File: config.mk
export PLATFORM = sky130hd
export DESIGN_NAME = wbuf_bypass
export DESIGN_NICKNAME = d
export VERILOG_FILES = /design/src/rtl/wbuf_pkg.sv /design/src/rtl/wbuf_store.sv /design/src/rtl/wbuf_match.sv /design/src/rtl/wbuf_ctrl.sv /design/src/rtl/wbuf_bypass.sv
export SDC_FILE = /design/constraint.sdc
export NUM_CORES = 1
export LEC_CHECK = 0
export ABC_CLOCK_PERIOD_IN_PS = 9000
export BUFFER_PORTS_ARGS = -buffer_cell sky130_fd_sc_hd__buf_2
export CORE_ASPECT_RATIO = 0.7
export CORE_MARGIN = 3
export CORE_UTILIZATION = 40
export CTS_CLUSTER_SIZE = 14
export DETAILED_ROUTE_END_ITERATION = 6
export PLACE_DENSITY = 0.61
export SETUP_SLACK_MARGIN = 0.3
export SLEW_MARGIN = 20
export SYNTH_ARGS = -nofsm -noshare
export SYNTH_HDL_FRONTEND = slang
export SYNTH_HIERARCHICAL = 1
export SYNTH_SLANG_ARGS = --single-unit
File: constraint.sdc
create_clock -name clk -period 9 [get_ports clk]
set_clock_uncertainty 0.2 [all_clocks]
set_input_delay 2.7 -clock clk [delete_from_list [all_inputs] [get_ports clk]]
set_output_delay 2.7 -clock clk [all_outputs]
set_load 0.02 [all_outputs]
File: src/rtl/wbuf_pkg.sv
package wbuf_pkg;

    // State of the single outstanding read miss
    typedef enum logic {
        RD_IDLE = 1'b0,
        RD_WAIT = 1'b1
    } rd_state_e;

endpackage

File: src/rtl/wbuf_store.sv
// Circular store queue: slots addressed by pointer, occupancy by count.
module wbuf_store #(
    parameter int DEPTH = 4,
    parameter int AW    = 32,
    parameter int DW    = 32
) (
    input  logic                      clk,
    input  logic                      rst_n,
    input  logic                      push,
    input  logic [AW-1:0]             push_addr,
    input  logic [DW-1:0]             push_data,
    input  logic                      pop,
    output logic [DEPTH-1:0][AW-1:0]  slot_addr,
    output logic [DEPTH-1:0][DW-1:0]  slot_data,
    output logic [DEPTH-1:0]          slot_live,
    output logic [$clog2(DEPTH)-1:0]  head_ptr,
    output logic [AW-1:0]             head_addr,
    output logic [DW-1:0]             head_data,
    output logic                      empty,
    output logic                      full
);
    localparam int PW = $clog2(DEPTH);
    localparam logic [PW:0] CNT_FULL = (PW+1)'(DEPTH);

    typedef struct packed {
        logic [DEPTH-1:0][AW-1:0] addr;
        logic [DEPTH-1:0][DW-1:0] data;
        logic [PW-1:0]            head;
        logic [PW-1:0]            tail;
        logic [PW:0]              count;
    } store_st_t;

    store_st_t st_d, st_q;

    always_comb begin
        st_d = st_q;
        if (push) begin
            st_d.addr[st_q.tail] = push_addr;
            st_d.data[st_q.tail] = push_data;
            st_d.tail            = st_q.tail + 1'b1;
        end
        if (pop) begin
            st_d.head = st_q.head + 1'b1;
        end
        case ({push, pop})
            2'b10:   st_d.count = st_q.count + 1'b1;
            2'b01:   st_d.count = st_q.count - 1'b1;
            default: st_d.count = st_q.count;
        endcase
    end

    always_ff @(posedge clk) begin
        if (!rst_n) st_q <= '0;
        else        st_q <= st_d;
    end

    // A slot is live when its age behind the head is below the count
    for (genvar i = 0; i < DEPTH; i++) begin : g_live
        logic [PW-1:0] age;
        assign age          = PW'(i) - st_q.head;
        assign slot_live[i] = ({1'b0, age} < st_q.count);
    end

    assign slot_addr = st_q.addr;
    assign slot_data = st_q.data;
    assign head_ptr  = st_q.head;
    assign head_addr = st_q.addr[st_q.head];
    assign head_data = st_q.data[st_q.head];
    assign empty     = (st_q.count == '0);
    assign full      = (st_q.count == CNT_FULL);

endmodule

File: src/rtl/wbuf_match.sv
// Associative lookup of a read address; the youngest matching slot wins.
module wbuf_match #(
    parameter int DEPTH = 4,
    parameter int AW    = 32,
    parameter int DW    = 32
) (
    input  logic [DEPTH-1:0][AW-1:0]  slot_addr,
    input  logic [DEPTH-1:0][DW-1:0]  slot_data,
    input  logic [DEPTH-1:0]          slot_live,
    input  logic [$clog2(DEPTH)-1:0]  head_ptr,
    input  logic [AW-1:0]             look_addr,
    output logic                      hit,
    output logic [DW-1:0]             hit_data
);
    localparam int PW = $clog2(DEPTH);

    logic [DEPTH-1:0] eq_vec;

    for (genvar i = 0; i < DEPTH; i++) begin : g_cmp
        assign eq_vec[i] = slot_live[i] && (slot_addr[i] == look_addr);
    end

    // Walk from oldest to youngest; a later match overrides an earlier one
    always_comb begin
        logic [PW-1:0] idx;
        hit      = 1'b0;
        hit_data = '0;
        idx      = '0;
        for (int age = 0; age < DEPTH; age++) begin
            idx = head_ptr + PW'(age);
            if (eq_vec[idx]) begin
                hit      = 1'b1;
                hit_data = slot_data[idx];
            end
        end
    end

endmodule

File: src/rtl/wbuf_ctrl.sv
// Read-miss sequencing and memory-port arbitration (reads before drains).
module wbuf_ctrl
    import wbuf_pkg::*;
#(
    parameter int DW = 32
) (
    input  logic          clk,
    input  logic          rst_n,
    input  logic          strict_mode,
    input  logic          rd_valid,
    output logic          rd_ready,
    input  logic          q_empty,
    input  logic          fwd_hit,
    input  logic [DW-1:0] fwd_data,
    output logic          port_valid,
    output logic          port_is_read,
    input  logic          port_ready,
    output logic          drain_pop,
    input  logic          mem_rsp_valid,
    input  logic [DW-1:0] mem_rsp_data,
    output logic          rsp_valid,
    output logic [DW-1:0] rsp_data,
    output logic          rsp_fwd
);
    typedef struct packed {
        rd_state_e     state;
        logic          rsp_valid;
        logic          rsp_fwd;
        logic [DW-1:0] rsp_data;
    } ctrl_st_t;

    ctrl_st_t st_d, st_q;

    logic look_ok;
    logic take_fwd;
    logic take_mem;

    always_comb begin
        look_ok  = (st_q.state == RD_IDLE) && rd_valid && (!strict_mode || q_empty);
        take_fwd = look_ok && fwd_hit && !strict_mode;
        take_mem = look_ok && !take_fwd;

        st_d           = st_q;
        st_d.rsp_valid = 1'b0;
        st_d.rsp_fwd   = 1'b0;

        case (st_q.state)
            RD_IDLE: begin
                if (take_fwd) begin
                    st_d.rsp_valid = 1'b1;
                    st_d.rsp_fwd   = 1'b1;
                    st_d.rsp_data  = fwd_data;
                end else if (take_mem && port_ready) begin
                    st_d.state = RD_WAIT;
                end
            end
            RD_WAIT: begin
                if (mem_rsp_valid) begin
                    st_d.state     = RD_IDLE;
                    st_d.rsp_valid = 1'b1;
                    st_d.rsp_data  = mem_rsp_data;
                end
            end
            default: st_d.state = RD_IDLE;
        endcase
    end

    always_ff @(posedge clk) begin
        if (!rst_n) st_q <= '{state: RD_IDLE, rsp_valid: 1'b0, rsp_fwd: 1'b0, rsp_data: '0};
        else        st_q <= st_d;
    end

    assign port_is_read = take_mem;
    assign port_valid   = take_mem || !q_empty;
    assign drain_pop    = !take_mem && !q_empty && port_ready;
    assign rd_ready     = take_fwd || (take_mem && port_ready);
    assign rsp_valid    = st_q.rsp_valid;
    assign rsp_data     = st_q.rsp_data;
    assign rsp_fwd      = st_q.rsp_fwd;

endmodule

File: src/rtl/wbuf_bypass.sv
module wbuf_bypass #(
    parameter int DEPTH = 4,
    parameter int AW    = 32,
    parameter int DW    = 32
) (
    input  logic          clk,
    input  logic          rst_n,
    input  logic          strict_mode,
    input  logic          wr_valid,
    output logic          wr_ready,
    input  logic [AW-1:0] wr_addr,
    input  logic [DW-1:0] wr_data,
    input  logic          rd_valid,
    output logic          rd_ready,
    input  logic [AW-1:0] rd_addr,
    output logic          rsp_valid,
    output logic [DW-1:0] rsp_data,
    output logic          rsp_fwd,
    output logic          mem_req_valid,
    input  logic          mem_req_ready,
    output logic          mem_req_write,
    output logic [AW-1:0] mem_req_addr,
    output logic [DW-1:0] mem_req_data,
    input  logic          mem_rsp_valid,
    input  logic [DW-1:0] mem_rsp_data
);
    localparam int PW = $clog2(DEPTH);

    logic [DEPTH-1:0][AW-1:0] slot_addr;
    logic [DEPTH-1:0][DW-1:0] slot_data;
    logic [DEPTH-1:0]         slot_live;
    logic [PW-1:0]            head_ptr;
    logic [AW-1:0]            head_addr;
    logic [DW-1:0]            head_data;
    logic                     buf_empty;
    logic                     buf_full;
    logic                     drain_pop;
    logic                     push;
    logic                     fwd_hit;
    logic [DW-1:0]            fwd_data;
    logic                     port_is_read;

    assign push     = wr_valid && !buf_full;
    assign wr_ready = !buf_full;

    wbuf_store #(.DEPTH(DEPTH), .AW(AW), .DW(DW)) i_store (
        .clk       (clk),
        .rst_n     (rst_n),
        .push      (push),
        .push_addr (wr_addr),
        .push_data (wr_data),
        .pop       (drain_pop),
        .slot_addr (slot_addr),
        .slot_data (slot_data),
        .slot_live (slot_live),
        .head_ptr  (head_ptr),
        .head_addr (head_addr),
        .head_data (head_data),
        .empty     (buf_empty),
        .full      (buf_full)
    );

    wbuf_match #(.DEPTH(DEPTH), .AW(AW), .DW(DW)) i_match (
        .slot_addr (slot_addr),
        .slot_data (slot_data),
        .slot_live (slot_live),
        .head_ptr  (head_ptr),
        .look_addr (rd_addr),
        .hit       (fwd_hit),
        .hit_data  (fwd_data)
    );

    wbuf_ctrl #(.DW(DW)) i_ctrl (
        .clk           (clk),
        .rst_n         (rst_n),
        .strict_mode   (strict_mode),
        .rd_valid      (rd_valid),
        .rd_ready      (rd_ready),
        .q_empty       (buf_empty),
        .fwd_hit       (fwd_hit),
        .fwd_data      (fwd_data),
        .port_valid    (mem_req_valid),
        .port_is_read  (port_is_read),
        .port_ready    (mem_req_ready),
        .drain_pop     (drain_pop),
        .mem_rsp_valid (mem_rsp_valid),
        .mem_rsp_data  (mem_rsp_data),
        .rsp_valid     (rsp_valid),
        .rsp_data      (rsp_data),
        .rsp_fwd       (rsp_fwd)
    );

    assign mem_req_write = !port_is_read;
    assign mem_req_addr  = port_is_read ? rd_addr : head_addr;
    assign mem_req_data  = head_data;

endmodule

==> results of run 1 <==
-- worst min-delay path, stage by stage, from the launching register on --
cell	delay, ps
sky130_fd_sc_hd__dfxtp_1	300
sky130_fd_sc_hd__inv_1	60
sky130_fd_sc_hd__a21oi_2	40
-- layer usage --
metal,track usage,wire (um),vias to the layer above
met5,0,78,-
met4,0.07211,1756,12
met3,0.04733,5574,125
met2,0.3644,29520,698
met1,0.3375,29960,8050
li1,-,-,7508
-- final timing paths --
| kind | from | end | cells after the start |
|---|---|---|---|
| worst max-delay path | rd_addr[6] | mem_req_addr[2] | 13 |
| worst min-delay path | i_ctrl/rsp_data[4] | i_ctrl/rsp_data[4] | 2 |
| worst max register to register | i_store/head_ptr[0] | i_ctrl/rsp_data[27] | 12 |
| worst min register to register | i_ctrl/rsp_data[4] | i_ctrl/rsp_data[4] | 2 |
-- cell usage after synthesis, types with 61 or more instances --
cell type / instances / area share
sky130_fd_sc_hd__a21boi_0: 72 / 0.026
sky130_fd_sc_hd__dfxtp_1: 298 / 0.29
sky130_fd_sc_hd__o221ai_1: 64 / 0.027
sky130_fd_sc_hd__xor2_1: 71 / 0.030
sky130_fd_sc_hd__buf_4: 298 / 0.11
sky130_fd_sc_hd__nand2_1: 551 / 0.10
sky130_fd_sc_hd__a21boi_1: 185 / 0.068
sky130_fd_sc_hd__clkbuf_1: 64 / 0.012
sky130_fd_sc_hd__mux4_2: 64 / 0.071
sky130_fd_sc_hd__a22oi_1: 62 / 0.023
sky130_fd_sc_hd__mux2_2: 67 / 0.037
sky130_fd_sc_hd__xnor2_1: 61 / 0.026
-- area by class of cell --
class	count	share of cell area
inverter	47	0.008564
sequential	298	0.2900
clock buffer	48	0.04889
timing repair buffer	259	0.06663
tap	665	0.04039
clock inverter	9	0.005952
multi-input combinational	1534	0.5390
antenna	5	0.0006074
-- metrics by stage --
step | std cells | power [W] | hold slack [ps] | setup WS (ps)
floorplan | 2339 | 0.002560 | 224.8 | 1305
global placement | 2803 | 0.002762 | 233.0 | 612.2
detailed placement | 2803 | 0.002784 | 239.1 | 599.3
CTS | 2860 | 0.004234 | 249.2 | 597.8
global route | 2864 | 0.004393 | 263.3 | 505.8
finish | 2865 | 0.004212 | 248.8 | 553.7
-- registers in the layout, summed over array words and instances (netlist names) --
name / cells
i_ctrl/rsp_data: 32
i_store/slot_addr: 128
i_store/st_q: 5
i_ctrl/st_q: 1
i_store/slot_data: 128
i_store/head_ptr: 2
i_ctrl/rsp_fwd: 1
i_ctrl/rsp_valid: 1
-- cell families after synthesis --
| kind of cell | after synthesis | share of synthesized area |
|---|---|---|
| AOI/OAI and AO/OA | 504 | 0.1943 |
| xor gates and xnor gates | 132 | 0.05661 |
| adders and majority gates | 10 | 0.006494 |
| buffers and inverters | 507 | 0.1681 |
| DFF | 298 | 0.2921 |
| muxes | 162 | 0.1298 |
| and+or+nand+nor | 726 | 0.1525 |
-- power groups by stage --
| stage | sequential [W] | combinational, W | clock, W |
|---|---|---|---|
| 2_1_floorplan | 0.00150 | 0.00106 | 0 |
| 3_3_place_gp | 0.00154 | 0.00122 | 0 |
| 3_5_place_dp | 0.00155 | 0.00123 | 0 |
| 4_1_cts | 0.00152 | 0.00124 | 0.00147 |
| 5_1_grt | 0.00154 | 0.00133 | 0.00152 |
| 6_report | 0.00153 | 0.00124 | 0.00145 |
==> run summary, run 1 <==
The flow ran to the end, and the final reports show no timing, DRC or antenna violations. Ratio of routed vias to standard cells: 5.722. The area growth from synthesis to layout is 0.8702%, and the post-CTS repair timing setup buffer count is 0. The master cell of the clock root buffer was sky130_fd_sc_hd__clkbuf_16.

TritonCTS built the clock tree. The initial antenna violation count came out at 11. The tools report the largest net degree at the start of global routing as 197. The critical path capture point type was an output pin. Yosys printed 6 warnings. Count of maximum capacitance violations: 0.

The category of the worst setup path launch point is an input port. The critical path contains buffers and inverters numbering 4 combined. The height of the die is 195.0 um, and the netlist area before placement is 20420 um2. Data arrives at the worst endpoint at 5550 ps. Setup repair after global routing left no endpoint under its margin.

After the first detailed-routing iteration, the DRC count stood at 1815. The floorplan step defined a core boundary enclosing 49860 um2. The most common cell after layout, fill and taps aside is sky130_fd_sc_hd__nand2_1.

Registers take 5973 um2. The clock network fraction of design power was 0.343; the design internal power was 0.002773 W. The synthesized area divided by synthesized cell count came out at 8.731 um2. The final core area utilization is 0.4132. The critical path goes through buf_2, xor2_1, nor4_1, nand4_1, nor3_1, buf_4, nor2_1, nand3_1, nor2b_1, nor3_2, buf_4, mux2_4, buf_2. The top cell types in the final layout, fill and taps aside, are 550 x sky130_fd_sc_hd__nand2_1, 296 x sky130_fd_sc_hd__dfxtp_1, 235 x sky130_fd_sc_hd__buf_2, 185 x sky130_fd_sc_hd__a21boi_1, 72 x sky130_fd_sc_hd__a21boi_0. The logs give 2320 for the net total in the final layout and 237 for the number of placed I/O pins. The power density over the cells works out to 204.4 nW/um2.

Synthesis produced a netlist whose cell count is 2339. In this run the worst path has a maximum fanout of 19. The routability-driven placement congestion ratio is 0.8805. The clock period could shrink to 8446 ps.

After legalization and detailed placement, the total HPWL measured 42.24 mm. For the power share of the sequential group, the log shows 0.362. Synthesis inferred 298 register bits. VDD sags by at most 0.0001091 V. The layout has 5022 filler cells. The share of synthesized flip-flops with an asynchronous set or reset is 0. The worst stage delay on the critical path is 440 ps, and the post-synthesis net count is 2484. For the global-route total usage across every layer, the log shows 0.2377. Across all register-to-register paths, the minimum setup slack is 3770 ps.

Adding up every negative setup slack in the final design gives 0 ps. The count of standard-cell rows was 68; the clock transition at the register clock pins on the worst setup and hold paths after CTS was 60 ps. For this run, design rule violations remaining after detail routing come to 0.

The run gives 0 as the total setup violations reported at the end of the flow. Counting flops with a built-in enable in the synthesized netlist gives 0. The required arrival time at the worst endpoint is 6100 ps. Combinational group share of total power: 0.294. The analysis attributes to cell leakage a power of 7.593 nW. The post-route cell area is 20600 um2. The tree built by TritonCTS fans out to 298 sinks. For the global route total overflow, the log shows 0. Before antenna repair, the detailed router went through 6 iterations. The clock reaches the later pin of the worst-skew pair after 520 ps. The count of nets left with antenna violations once routing finished came out at 0.

The number of clock buffers added by TritonCTS is 35. Width of the die: 276.1 um. The final critical-path share of the clock period was 0.9385. The tightest min-delay check is of the register to register type. In the final routed layout, each cell accounts on average for 23.35 um. The slowest stage of the critical path is the sky130_fd_sc_hd__nor4_1 cell. For the aggregate routed wire length, the log shows 66.89 mm. The initial core utilization was 0.4096. The tools report the final hold violation count as 0.

Input and output buffers added on the ports amount to 236. The first global-routing pass estimated 99.88 mm of wire. In this run the cell area measured after placement is 19450 um2. In this run the number of H-tree levels came out at 2.

After synthesis, the netlist uses 56 different library cells. The net switching share of the total power is 0.3415, and the multi-input logic area is 11100 um2. The logs give 0 for the number of hold-repair buffers added at the cts stage and 0 for the max-slew violation total from the final report. The headroom to the max-slew limit is 0.1727. The analysis attributes to net switching a power of 0.001438 W. The tools report the total vias in the final route as 16393. The fraction of final layout cells with drive strength greater than 1 came out at 0.2437. Static timing analysis puts the maximum clock frequency at 118.4 MHz.

On the critical path the largest part of the delay comes from simple AND/OR/NAND/NOR gates. Counting along the longest clock path gives a buffer depth of 3. The run gives 0.2921 as the sequential cell area fraction in the yosys report. The tools report the number of global-route vias before repair as 15585. The most used flip-flop cell after synthesis is sky130_fd_sc_hd__dfxtp_1. The critical path is of the input port to output pin type. For the pin with the worst max-slew slack, the measured transition is 1241 ps.

The tools report the number of resized instances in the post-cts repair step as 0. The floorplan step defined a die boundary enclosing 53850 um2.
(Power assumes the default switching activity.)
==> run 2, diff against run 1 <==
--- a/config.mk
+++ b/config.mk
@@ -5,11 +5,13 @@
 export SDC_FILE = /design/constraint.sdc
 export NUM_CORES = 1
 export LEC_CHECK = 0
+export ABC_AREA = 1
 export ABC_CLOCK_PERIOD_IN_PS = 9000
 export BUFFER_PORTS_ARGS = -buffer_cell sky130_fd_sc_hd__buf_2
 export CORE_ASPECT_RATIO = 0.7
 export CORE_MARGIN = 3
 export CORE_UTILIZATION = 40
+export CTS_BUF_LIST = sky130_fd_sc_hd__clkbuf_16
 export CTS_CLUSTER_SIZE = 14
 export DETAILED_ROUTE_END_ITERATION = 6
 export PLACE_DENSITY = 0.61
==> run 2 against run 1 <==
  * Sequential share of layout area is 2.8 points lower
  * Power is 41% higher
  * Utilization is 0.27 points lower
  * Die area is 10% higher
  * Non-clock buffer count is 8 higher
  * Largest cell class unchanged
  * First-iteration DRC count is 32% higher
  * Fmax is 0.13% lower
  * Clock power hardly changed
  * Count of clock-buffer cells in the layout is 11 lower
  * Critical endpoint is now mem_req_addr[24]
  * Routed wire length is 21% higher
==> run summary, run 2 <==
The worst setup path is launched from an input port. For the worst setup path, the data arrival time is 5560 ps. The post-synthesis net count came out at 3854.

The share of synthesized flip-flops with an asynchronous set or reset was 0. The library cell used most frequently in the layout, excluding fill and tap cells, is sky130_fd_sc_hd__nand2_1. The tools report the static leakage as 10.36 nW.

Most instantiated flip-flop cell in the synthesis netlist: sky130_fd_sc_hd__dfxtp_1. The detail route stage leaves a number of antenna-violating nets equal to 0. Sequential cell area fraction in the yosys report: 0.2646. Across all layers, the routed design uses 21896 vias.

The clock network latency to the later pin of the worst-skew pair was 550 ps. By area the synthesized netlist is led by sky130_fd_sc_hd__dfxtp_1 26%, sky130_fd_sc_hd__nand2_1 16%, sky130_fd_sc_hd__nor2_1 12%. For the initial antenna violation count, the log shows 9. The congestion estimate from routability-driven global placement came to 1.066. Global route total overflow: 0. After detailed routing, the number of remaining DRC violations is 0.

Buffers inserted to repair hold after CTS numbered 0. The die covers 59310 um2. The width of the die is 289.8 um. The worst register-to-register path begins at i_store/head_ptr[1]. The tightest min-delay check is of the register to register type. The worst setup path is captured at an output pin.

Fraction of final layout cells with drive strength greater than 1: 0.1170. The cell count along the critical path was 19; the global-route total usage across every layer was 0.2657. The count of standard-cell rows was 72. Worst setup path category: input port to output pin.

The first global-routing pass estimated 120.8 mm of wire. After clock tree synthesis, the clock-pin slew on the worst setup and hold paths is 60 ps. TritonCTS built the clock tree.

The CTS buffer count is 36, and the number of I/O port buffers is 236. In the final timing run, aggregate negative setup slack is 0 ps. For the pin with the worst max-slew slack, the measured transition is 1126 ps. The tools report the maximum level of the CTS H-tree as 2. The tools report the max-slew violation total from the final report as 0. The final critical-path share of the clock period is 0.9397. The logs give 3 for the clock tree buffer depth and 44 for the number of distinct standard cells referenced by the synthesized netlist. The share of the synthesized area in the top cell type is 0.2646. The tools report the initial core utilization as 0.4064.

Once placement finished, the instance area stood at 21610 um2. The slowest stage of the critical path is the sky130_fd_sc_hd__o21ai_0 cell. Along the worst path, the maximum fanout reaches 18. The number of global-route vias before repair was 19349. After the first detailed-routing iteration, the DRC count stood at 2396. Counting instances in the post-synthesis netlist gives the leading cell types as 979 x sky130_fd_sc_hd__nand2_1, 706 x sky130_fd_sc_hd__nor2_1, 434 x sky130_fd_sc_hd__o21ai_0, 302 x sky130_fd_sc_hd__buf_4, 298 x sky130_fd_sc_hd__dfxtp_1. Compared with the post-synthesis result, the final layout area differs by 1.004%.

Instance count along the most critical hold path: 2. The critical path goes through buf_2, inv_1, o21ai_0, nor2_1, nand2_1, nor2_1, nand3_1, o21bai_1, nand2_1, nand2_1, a21oi_1, nand3_1, nand2_1, nand3_1, clkinvlp_4, buf_4, nand2_1, nand2_1, buf_2. Broken down by cell family, the worst path's largest delay share belongs to simple AND/OR/NAND/NOR gates. Among all cell types in the netlist, the one instantiated most often is sky130_fd_sc_hd__nand2_1. Static timing analysis puts the maximum clock frequency at 118.2 MHz. Yosys printed 6 warnings. The largest total area in the synthesized netlist belongs to sky130_fd_sc_hd__dfxtp_1.

After legalization and detailed placement, the total HPWL measured 53.28 mm. Launching element of the worst setup path: rd_addr[6]. During I/O placement, the number of pins put on the boundary was 237. The flow ran to the end, and the final reports show no timing, DRC or antenna violations. The first-pass detailed-route iteration total is 6. Counting I/O delays and the setup requirement, the final critical path takes 8458 ps. The tools report the capture endpoint of the worst hold path as i_store/slot_data[96]. The tools report the worst supply voltage drop on vdd as 0.0001293 V. Master cell of the clock root buffer: sky130_fd_sc_hd__clkbuf_16. In this run the most critical hold path is launched from i_store/slot_data[96]. CTS saw 298 sinks. The required arrival time at the worst endpoint was 6100 ps; the synthesized flop and latch total was 298. In this design, the stage delay of the slowest critical-path cell is 560 ps. Entering global routing, the biggest net connects 118 pins. The slack of the worst reg-to-reg path came out at 4050 ps. Setup repair after global routing left no endpoint under its margin. Counting cells, the worst reg-to-reg path comes to 20. The tools report the final hold violation count as 0.

In the routed layout, each cell is associated on average with a via count of 5.118. The finished cells cover 22780 um2. The die is 204.7 um tall. The run gives 3709 as the instance count of the mapped netlist. Leaving out fill and tap cells, the most frequent cells in the layout are 974 x sky130_fd_sc_hd__nand2_1, 705 x sky130_fd_sc_hd__nor2_1, 434 x sky130_fd_sc_hd__o21ai_0, 296 x sky130_fd_sc_hd__dfxtp_1, 280 x sky130_fd_sc_hd__inv_1.

The aggregate routed wire length was 80.64 mm. Endpoint of the worst register-to-register path: i_ctrl/rsp_data[0]. In the final design database the tool counted 3654 nets.

The logs give 0 for the count of maximum capacitance violations and 0 for the total setup violations reported at the end of the flow. In this run, synthesis inferred 0 flip-flops with an integrated enable. After detailed routing, the average wire length per cell comes to 18.85 um. Headroom to the max-slew limit: 0.2490. The number of buffers and inverters on the critical path is 5, and the final core area utilization is 0.4104.

Among the stages of the critical path, the cell type that occurs most often is sky130_fd_sc_hd__nand2_1. The cell area that synthesis handed to floorplanning was 22550 um2. The power density over the cells is 261.3 nW/um2.

Synthesized area divided by synthesized cell count: 6.080 um2. The floorplan step defined a core boundary enclosing 55490 um2.
-- run 2: cell families after synthesis --
| family | count (synthesis) | synth area share |
|---|---|---|
| buffers and inverters | 801 | 0.1961 |
| XOR/XNOR | 34 | 0.01321 |
| flip-flops | 298 | 0.2646 |
| multiplexers | 89 | 0.03950 |
| adder cells (fa/ha/maj) | 10 | 0.005881 |
| AO/OA/AOI/OAI | 595 | 0.1493 |
| AND/OR/NAND/NOR | 1882 | 0.3314 |
-- run 2: how the worst max path moves through the flow --
stage                       end  slack (ps)
2_1_floorplan  mem_req_addr[23]        1380
3_3_place_gp   mem_req_addr[23]         330
3_5_place_dp   mem_req_addr[23]         300
4_1_cts         mem_req_addr[0]         400
5_1_grt         mem_req_addr[0]         300
6_report       mem_req_addr[24]         540
-- run 2: where the power goes --
| part | internal [W] | leakage, nW | switching [W] |
|---|---|---|---|
| Sequential | 0.00150 | 2.43 | 0.000200 |
| Clock | 0.000835 | 0.577 | 0.000622 |
| Combinational | 0.000889 | 7.35 | 0.00191 |
| Total | 0.00322 | 10.4 | 0.00273 |
-- run 2: area by class of cell --
type | count | area [um2]
fillers | 6227 | 32720
multi-input cells | 2610 | 12190
flip-flops and latches | 298 | 5971
repair buffers | 267 | 1424
inverters | 296 | 1122
clock buffers | 37 | 925.9
well taps | 740 | 925.9
clock inverters | 29 | 216.5
diodes | 1 | 2.502
-- run 2: worst reg2reg max path, stage by stage, from the launching register on --
cell	delay, ps
sky130_fd_sc_hd__dfxtp_2	810
sky130_fd_sc_hd__inv_1	310
sky130_fd_sc_hd__ha_1	390
sky130_fd_sc_hd__a21oi_1	40
sky130_fd_sc_hd__o21ai_0	370
sky130_fd_sc_hd__o21a_1	200
sky130_fd_sc_hd__nand3b_1	70
sky130_fd_sc_hd__nor2_1	90
sky130_fd_sc_hd__nand2_1	60
sky130_fd_sc_hd__nor2_1	100
sky130_fd_sc_hd__nand3_1	150
sky130_fd_sc_hd__nand3_2	120
sky130_fd_sc_hd__nand2_2	490
sky130_fd_sc_hd__buf_4	510
sky130_fd_sc_hd__o21ai_0	150
sky130_fd_sc_hd__inv_1	60
sky130_fd_sc_hd__a21oi_1	290
sky130_fd_sc_hd__nand3_1	220
sky130_fd_sc_hd__nand2_1	110
sky130_fd_sc_hd__nor2_1	40
sky130_fd_sc_hd__nor2_1	110
-- run 2: routing by layer --
layer,GRT usage,share of wire,up-vias,routed length (um)
met2,0.3664,0.39,919,31360
met3,0.08042,0.11,116,8964
met5,0,0.00082,-,66
li1,-,-,11010,-
met1,0.3966,0.48,9841,38490
met4,0.06478,0.022,10,1761
-- run 2: metrics by stage --
stage / std cells / hold slack [ps] / worst slack [ps] / total power, W
floorplan: 3709 / 279.4 / 1382 / 0.003927
global placement: 4209 / 293.5 / 330.0 / 0.004475
detailed placement: 4209 / 297.1 / 295.3 / 0.004482
CTS: 4275 / 306.7 / 403.6 / 0.005944
global route: 4277 / 330.6 / 300.1 / 0.006365
finish: 4278 / 307.2 / 542.3 / 0.005951
-- run 2: what timing repair did --
action | CTS | global route
pin swaps | 0 | 0
buffers inserted | 0 | 2
resized for setup | 1 | 0
hold endpoints to repair | 0 | 0
setup endpoints to repair | 2 | 33
